$ cat config.mk
export PLATFORM = sky130hd
export DESIGN_NAME = pwr_mode_ctl
export DESIGN_NICKNAME = d
export VERILOG_FILES = /design/src/rtl/pwr_mode_pkg.sv /design/src/rtl/rst_width_filter.sv /design/src/rtl/pm_mode_fsm.sv /design/src/rtl/pwr_mode_ctl.sv
export SDC_FILE = /design/constraint.sdc
export NUM_CORES = 1
export LEC_CHECK = 0
export ABC_AREA = 1
export ABC_CLOCK_PERIOD_IN_PS = 1800
export CELL_PAD_IN_SITES_DETAIL_PLACEMENT = 0
export CELL_PAD_IN_SITES_GLOBAL_PLACEMENT = 1
export CORE_MARGIN = 2
export CORE_UTILIZATION = 27
export DETAILED_ROUTE_END_ITERATION = 7
export GPL_TIMING_DRIVEN = 0
export PLACE_DENSITY = 0.77
export SYNTH_ARGS = -nofsm -noshare
export SYNTH_HDL_FRONTEND = slang
export SYNTH_HIERARCHICAL = 1
export SYNTH_SLANG_ARGS = --single-unit
$ cat constraint.sdc
create_clock -name clk -period 1.8 [get_ports clk]
set_input_delay 0.18 -clock clk [delete_from_list [all_inputs] [get_ports clk]]
set_output_delay 0.18 -clock clk [all_outputs]
set_load 0.05 [all_outputs]
$ cat src/rtl/pwr_mode_pkg.sv
// Package: shared mode encoding for the power mode and reset controller.
// Assumes: a two-bit mode field that the neighbouring logic decodes.
package pwr_mode_pkg;
    typedef enum logic [1:0] {
        PM_RUN   = 2'b00,
        PM_IDLE  = 2'b01,
        PM_PDOWN = 2'b10
    } pm_mode_e;
endpackage

$ cat src/rtl/rst_width_filter.sv
// Module: rst_width_filter
// Counts consecutive high samples of the external reset pin on the
// oscillator clock. It raises the internal reset once the pin has been
// high for RST_MC machine cycles of MC_CLKS clocks each.
// Assumes: clk keeps running while the pin is high (the pin restarts the
// oscillator); rst_n is synchronous and active low.
module rst_width_filter #(
    parameter int MC_CLKS = 12,
    parameter int RST_MC  = 2
) (
    input  logic clk,
    input  logic rst_n,
    input  logic rst_pin,
    output logic rst_int,
    output logic rst_hit
);
    localparam int THRESH = MC_CLKS * RST_MC;
    localparam int CNT_W  = $clog2(THRESH + 1);
    localparam logic [CNT_W-1:0] LIMIT   = CNT_W'(THRESH);
    localparam logic [CNT_W-1:0] LIMIT_M = CNT_W'(THRESH - 1);

    logic [CNT_W-1:0] cnt_q;

    // Width counter: clears on a low pin and saturates at the threshold.
    always_ff @(posedge clk) begin
        if (!rst_n || !rst_pin) begin
            cnt_q <= '0;
        end else if (cnt_q != LIMIT) begin
            cnt_q <= cnt_q + 1'b1;
        end
    end

    // Internal reset is asserted while the count sits at the threshold.
    assign rst_int = (cnt_q == LIMIT);

    // Reset takes hold at this edge (the count reaches or stays at the limit).
    assign rst_hit = rst_pin && (cnt_q >= LIMIT_M);

    // a low pin sample drops the internal reset after the next edge.
    a_r2_low_clears: assert property (@(posedge clk) disable iff (!rst_n)
        !rst_pin |=> !rst_int);

    // the internal reset is never high unless the pin was high before.
    a_r1_needs_pin: assert property (@(posedge clk) disable iff (!rst_n)
        $rose(rst_int) |-> $past(rst_pin));
endmodule

$ cat src/rtl/pm_mode_fsm.sv
// Module: pm_mode_fsm
// Holds the run/idle/power-down state and the RAM-access inhibit. It
// applies the software requests (power-down wins), the wake-up on an enabled
// interrupt, and the hardware reset from idle, which resumes execution with
// RAM blocked until the internal reset takes hold.
// Assumes: rst_hit comes from the width filter and is high exactly at the
// edges where the internal reset is (or stays) asserted.
module pm_mode_fsm
    import pwr_mode_pkg::*;
#(
    parameter int NUM_IRQ = 5
) (
    input  logic               clk,
    input  logic               rst_n,
    input  logic               rst_pin,
    input  logic               rst_hit,
    input  logic               req_idle,
    input  logic               req_pdown,
    input  logic [NUM_IRQ-1:0] irq_pend,
    input  logic [NUM_IRQ-1:0] irq_en,
    output pm_mode_e           mode_q,
    output logic               inh_q
);
    logic wake;

    // Wake condition: at least one source both pending and enabled.
    assign wake = |(irq_pend & irq_en);

    // Mode and inhibit update; the internal reset overrides everything.
    always_ff @(posedge clk) begin
        if (!rst_n || rst_hit) begin
            mode_q <= PM_RUN;
            inh_q  <= 1'b0;
        end else begin
            unique case (mode_q)
                PM_RUN: begin
                    if (inh_q) begin
                        if (!rst_pin) inh_q <= 1'b0;
                    end else if (req_pdown) begin
                        mode_q <= PM_PDOWN;
                    end else if (req_idle) begin
                        mode_q <= PM_IDLE;
                    end
                end
                PM_IDLE: begin
                    if (rst_pin) begin
                        mode_q <= PM_RUN;
                        inh_q  <= 1'b1;
                    end else if (wake) begin
                        mode_q <= PM_RUN;
                    end
                end
                PM_PDOWN: mode_q <= PM_PDOWN;
                default:  mode_q <= PM_RUN;
            endcase
        end
    end

    // power-down is left only through the internal reset.
    a_r5_pdown_sticky: assert property (@(posedge clk) disable iff (!rst_n)
        (mode_q == PM_PDOWN && !rst_hit) |=> mode_q == PM_PDOWN);

    // an enabled pending interrupt ends idle.
    a_r4_wake: assert property (@(posedge clk) disable iff (!rst_n)
        (mode_q == PM_IDLE && wake && !rst_pin) |=> mode_q == PM_RUN);

    // nothing but a wake or the pin leaves idle.
    a_r7_idle_holds: assert property (@(posedge clk) disable iff (!rst_n)
        (mode_q == PM_IDLE && !wake && !rst_pin) |=> mode_q == PM_IDLE);

    // both requests together select power-down.
    a_r6_pdown_first: assert property (@(posedge clk) disable iff (!rst_n)
        (mode_q == PM_RUN && !inh_q && !rst_hit && req_idle && req_pdown)
        |=> mode_q == PM_PDOWN);

    // the inhibit is only ever raised on leaving idle.
    a_r8_inh_from_idle: assert property (@(posedge clk) disable iff (!rst_n)
        $rose(inh_q) |-> $past(mode_q) == PM_IDLE);

    // the internal reset leaves run with no inhibit.
    a_r9_reset_clears: assert property (@(posedge clk) disable iff (!rst_n)
        rst_hit |=> (mode_q == PM_RUN && !inh_q));
endmodule

$ cat src/rtl/pwr_mode_ctl.sv
// Module: pwr_mode_ctl (top)
// Power mode and reset controller: combines the reset width filter with
// the mode state machine and decodes the clock, oscillator and RAM enables.
// Assumes: clk is the oscillator clock and keeps running for pin sampling;
// osc_run restarts the oscillator whenever the reset pin is high.
module pwr_mode_ctl
    import pwr_mode_pkg::*;
#(
    parameter int MC_CLKS = 12,
    parameter int RST_MC  = 2,
    parameter int NUM_IRQ = 5
) (
    input  logic               clk,
    input  logic               rst_n,
    input  logic               rst_pin,
    input  logic               req_idle,
    input  logic               req_pdown,
    input  logic [NUM_IRQ-1:0] irq_pend,
    input  logic [NUM_IRQ-1:0] irq_en,
    output logic               cpu_clk_en,
    output logic               per_clk_en,
    output logic               osc_run,
    output logic               int_rst,
    output logic               ram_inhibit,
    output logic [1:0]         mode
);
    logic     rst_hit;
    pm_mode_e mode_q;
    logic     inh_q;

    // Reset pin qualification.
    rst_width_filter #(.MC_CLKS(MC_CLKS), .RST_MC(RST_MC)) u_filter (
        .clk     (clk),
        .rst_n   (rst_n),
        .rst_pin (rst_pin),
        .rst_int (int_rst),
        .rst_hit (rst_hit)
    );

    // Mode state and RAM inhibit.
    pm_mode_fsm #(.NUM_IRQ(NUM_IRQ)) u_fsm (
        .clk       (clk),
        .rst_n     (rst_n),
        .rst_pin   (rst_pin),
        .rst_hit   (rst_hit),
        .req_idle  (req_idle),
        .req_pdown (req_pdown),
        .irq_pend  (irq_pend),
        .irq_en    (irq_en),
        .mode_q    (mode_q),
        .inh_q     (inh_q)
    );

    // Output decode of the clock and oscillator enables.
    always_comb begin
        cpu_clk_en  = (mode_q == PM_RUN);
        per_clk_en  = (mode_q != PM_PDOWN);
        osc_run     = (mode_q != PM_PDOWN) || rst_pin;
        ram_inhibit = inh_q;
        mode        = mode_q;
    end

    // the CPU clock never runs while the peripheral clock is stopped.
    a_r3_clk_order: assert property (@(posedge clk) disable iff (!rst_n)
        cpu_clk_en |-> (per_clk_en && osc_run));

    // RAM is blocked only while the CPU is running.
    a_r8_inh_running: assert property (@(posedge clk) disable iff (!rst_n)
        ram_inhibit |-> cpu_clk_en);
endmodule

==> flow_summary_export.csv, run 1 <==
group,metric,value,unit
worst_setup_path,worst_setup_path_end_kind,"output port",
detailed_routing,viasPerCell,4.09,
worst_setup_path,cp-start-kind,"flop",
yosys,seq_area_frac_synth,32.4,%
floorplan,die_h,46.8,µm
global_route,busiest_layer,"met2",
layout,diodes,0,
global_route,met2_usage,18.1,%
worst_setup_path,worstPathArrival,1550,ps
pwr,power,0.444,mW
detailed_routing,route.detailed.drc,0,
global_route,grt_max_degree,8,
sta,finClkSkew,0.801,ps
global_route,antenna_found_initial,0,
layout,nets,125,
place,gp_congestion,0.801,
global_route,gr-usage-all-layers,11.1,%
sta,fmax,580,MHz
floorplan,rows,15,
detailed_routing,vias,536,
floorplan,die_w,46.8,µm
yosys,yosysWarningCount,6,
global_route,overflow,0,
place,place.port_buffers,21,
detailed_routing,routed_wl,1.10,mm
outcome,run_status,"finished clean",
floorplan,initial_core_util,28.6,%
run,drv_cap,0,
detailed_routing,post_drt_wl_per_cell,8.37,µm
yosys,synth_seq_cells,8,
clocking,numCtsBuffers,3,
sta,tightest_slew,499,ps
sta,timing_hold_violations_final,0,
clocking,cts_max_level,1,
clocking,cts.sinks,8,
yosys,syn_area,494,µm²
sta,rsz0062_at_grt,"no",
worst_setup_path,cp.required,1620,ps
yosys,synth.net_count,99,
clocking,cts_buffer_depth,2,
sta,finalMaxSlewViolations,0,
clocking,clkTransAtPathRegs,50,ps
floorplan,io_pins,22,
sta,min_period_over_period,95.9,%
worst_setup_path,crit_type,"reg2out",
worst_setup_path,cp_max_fo,7,
sta,slew_headroom,66.7,%
yosys,syn_avg_cell_area,6.03,µm²
clocking,root_buffer,"clkbuf_4",
pwr,cellPowerDensity,591,mW/mm²
layout,area_growth_syn_to_layout,51.9,%
layout,drive_gt1_share,8.49,%
detailed_routing,drt_iter0_drc,12,
detailed_routing,drtAntennaViolNets,0,
sta,fin_ws,74.4,ps
yosys,synthCells,82,
clocking,cts_tree,"yes",
sta,hold_slack,527,ps
yosys,ys_types,15,
layout,fin_util,43.5,%
floorplan,dieArea,0.00219,mm²
floorplan,core,0.00173,mm²
global_route,grt_pass1_wl,1.73,mm
sta,period_needed,1730,ps
global_route,grt_pass1_vias,447,
clocking,worstSkewPairLatency,250,ps
detailed_routing,first_pass_iters,4,
hold_path,hp-class,"reg2reg",
clocking,postCtsSetupBuffers,0,
place,pre_cts_ws,-53.7,ps
sta,setup_viol,0,
global_route,grt_use_met3,5.00,%
place,dp_hpwl,909,µm
pwr,peakVddDrop,0.313,mV
global_route,grt_use_met1,13.1,%
pwr,p_leak,0.330,nW
==> cell type report <==
type,count,area [µm²]
well taps,25,31.3
inverters,16,60.1
fillers,200,976
flip-flops and latches,8,160
repair buffers,21,203
multi-input cells,58,274
clock buffers,3,22.5
==> worst max-delay path, cell delays in order (launching register included) <==
cell and delay, ps:
dfxtp_1 360, nor2_1 120, clkdlybuf4s50_1 810
==> cells by family after synthesis <==
family	share of synthesized area (%)
buffers and inverters	12.2
and+or+nand+nor	44.1
adders and majority gates	5.06
DFF	32.4
AOI/OAI and AO/OA	6.33
==> routing by layer <==
metal  part of all wire, %  vias to the layer above
li1                      -                      299
met1                    45                      218
met2                    44                       19
met3                    10                        0
met4                     0                        0
met5                     0                        -
==> flip-flops by register name, indices dropped and copies added, names as in the netlist <==
| name | flops |
|---|---|
| u_filter/cnt_q | 5 |
| u_fsm/mode_q | 2 |
| u_fsm/inh_q | 1 |
==> placed cells by master, fill, tap and decap left out <==
| master | synthesis | routed |
|---|---|---|
| nand4_1 | 2 | 2 |
| nand2_1 | 21 | 21 |
| inv_1 | 14 | 14 |
| ha_1 | 2 | 2 |
| nor3_1 | 1 | 1 |
| nor2_4 | 1 | 1 |
| o21ai_0 | 1 | 1 |
| nand2_2 | 1 | 1 |
| inv_2 | 2 | 2 |
| clkbuf_4 | 0 | 3 |
| clkdlybuf4s50_1 | 0 | 18 |
| nor3_2 | 1 | 1 |
| nand3_1 | 6 | 6 |
| nor2_1 | 17 | 17 |
| a21oi_1 | 4 | 4 |
| clkbuf_2 | 0 | 1 |
| dfxtp_1 | 8 | 8 |
| dlygate4sd2_1 | 0 | 2 |
| a31oi_1 | 1 | 1 |
==> where the power goes <==
part	total (mW)	switching, mW	internal (mW)	leakage (nW)
combinational	0.122	0.0671	0.0551	0.251
clock	0.130	0.0542	0.0758	0.0138
sequential	0.191	0.00803	0.183	0.0652
==> cells in the mapped netlist (all sizes together) <==
cell type | n | share of area, %
ha | 2 | 5.1
nor2 | 18 | 15
a21oi | 4 | 4.1
inv | 16 | 12
nand2 | 22 | 17
a31oi | 1 | 1.3
nand3 | 6 | 6.1
dfxtp | 8 | 32
o21ai | 1 | 1.0
nand4 | 2 | 2.5
nor3 | 2 | 3.0
==> metrics by stage <==
| step | TNS (ps) | std cells | instance area [µm²] |
|---|---|---|---|
| after floorplan | 0 | 82 | 494 |
| after global placement | -58.1 | 128 | 736 |
| after detailed placement | -65.2 | 128 | 736 |
| after CTS | 0 | 131 | 756 |
| after global routing | 0 | 131 | 751 |
| final | 0 | 131 | 751 |
==> path summary, 6_finish.rpt <==
path	from	depth (start not counted)	slack, ps	to
setup / recovery	u_fsm/mode_q[0]	2	70	cpu_clk_en
hold / removal	u_filter/cnt_q[0]	2	530	u_filter/cnt_q[3]
setup reg to reg	u_filter/cnt_q[0]	6	650	u_fsm/inh_q
hold reg to reg	u_filter/cnt_q[0]	2	530	u_filter/cnt_q[3]
==> repair_timing <==
| item | 4_1_cts | 5_1_grt |
|---|---|---|
| setup endpoints to repair | 3 | 1 |
| hold buffers | 0 | 0 |
| resized for setup | 4 | 1 |
No activity file was read; power rests on OpenSTA's default activity.
==> run 2: changes to the inputs <==
CAP_MARGIN = 20   (was default)
CTS_CLUSTER_SIZE = 28   (was default)
==> results of run 2 <==
Same layout as run 1: the final DEF is identical, and so are final timing and power.
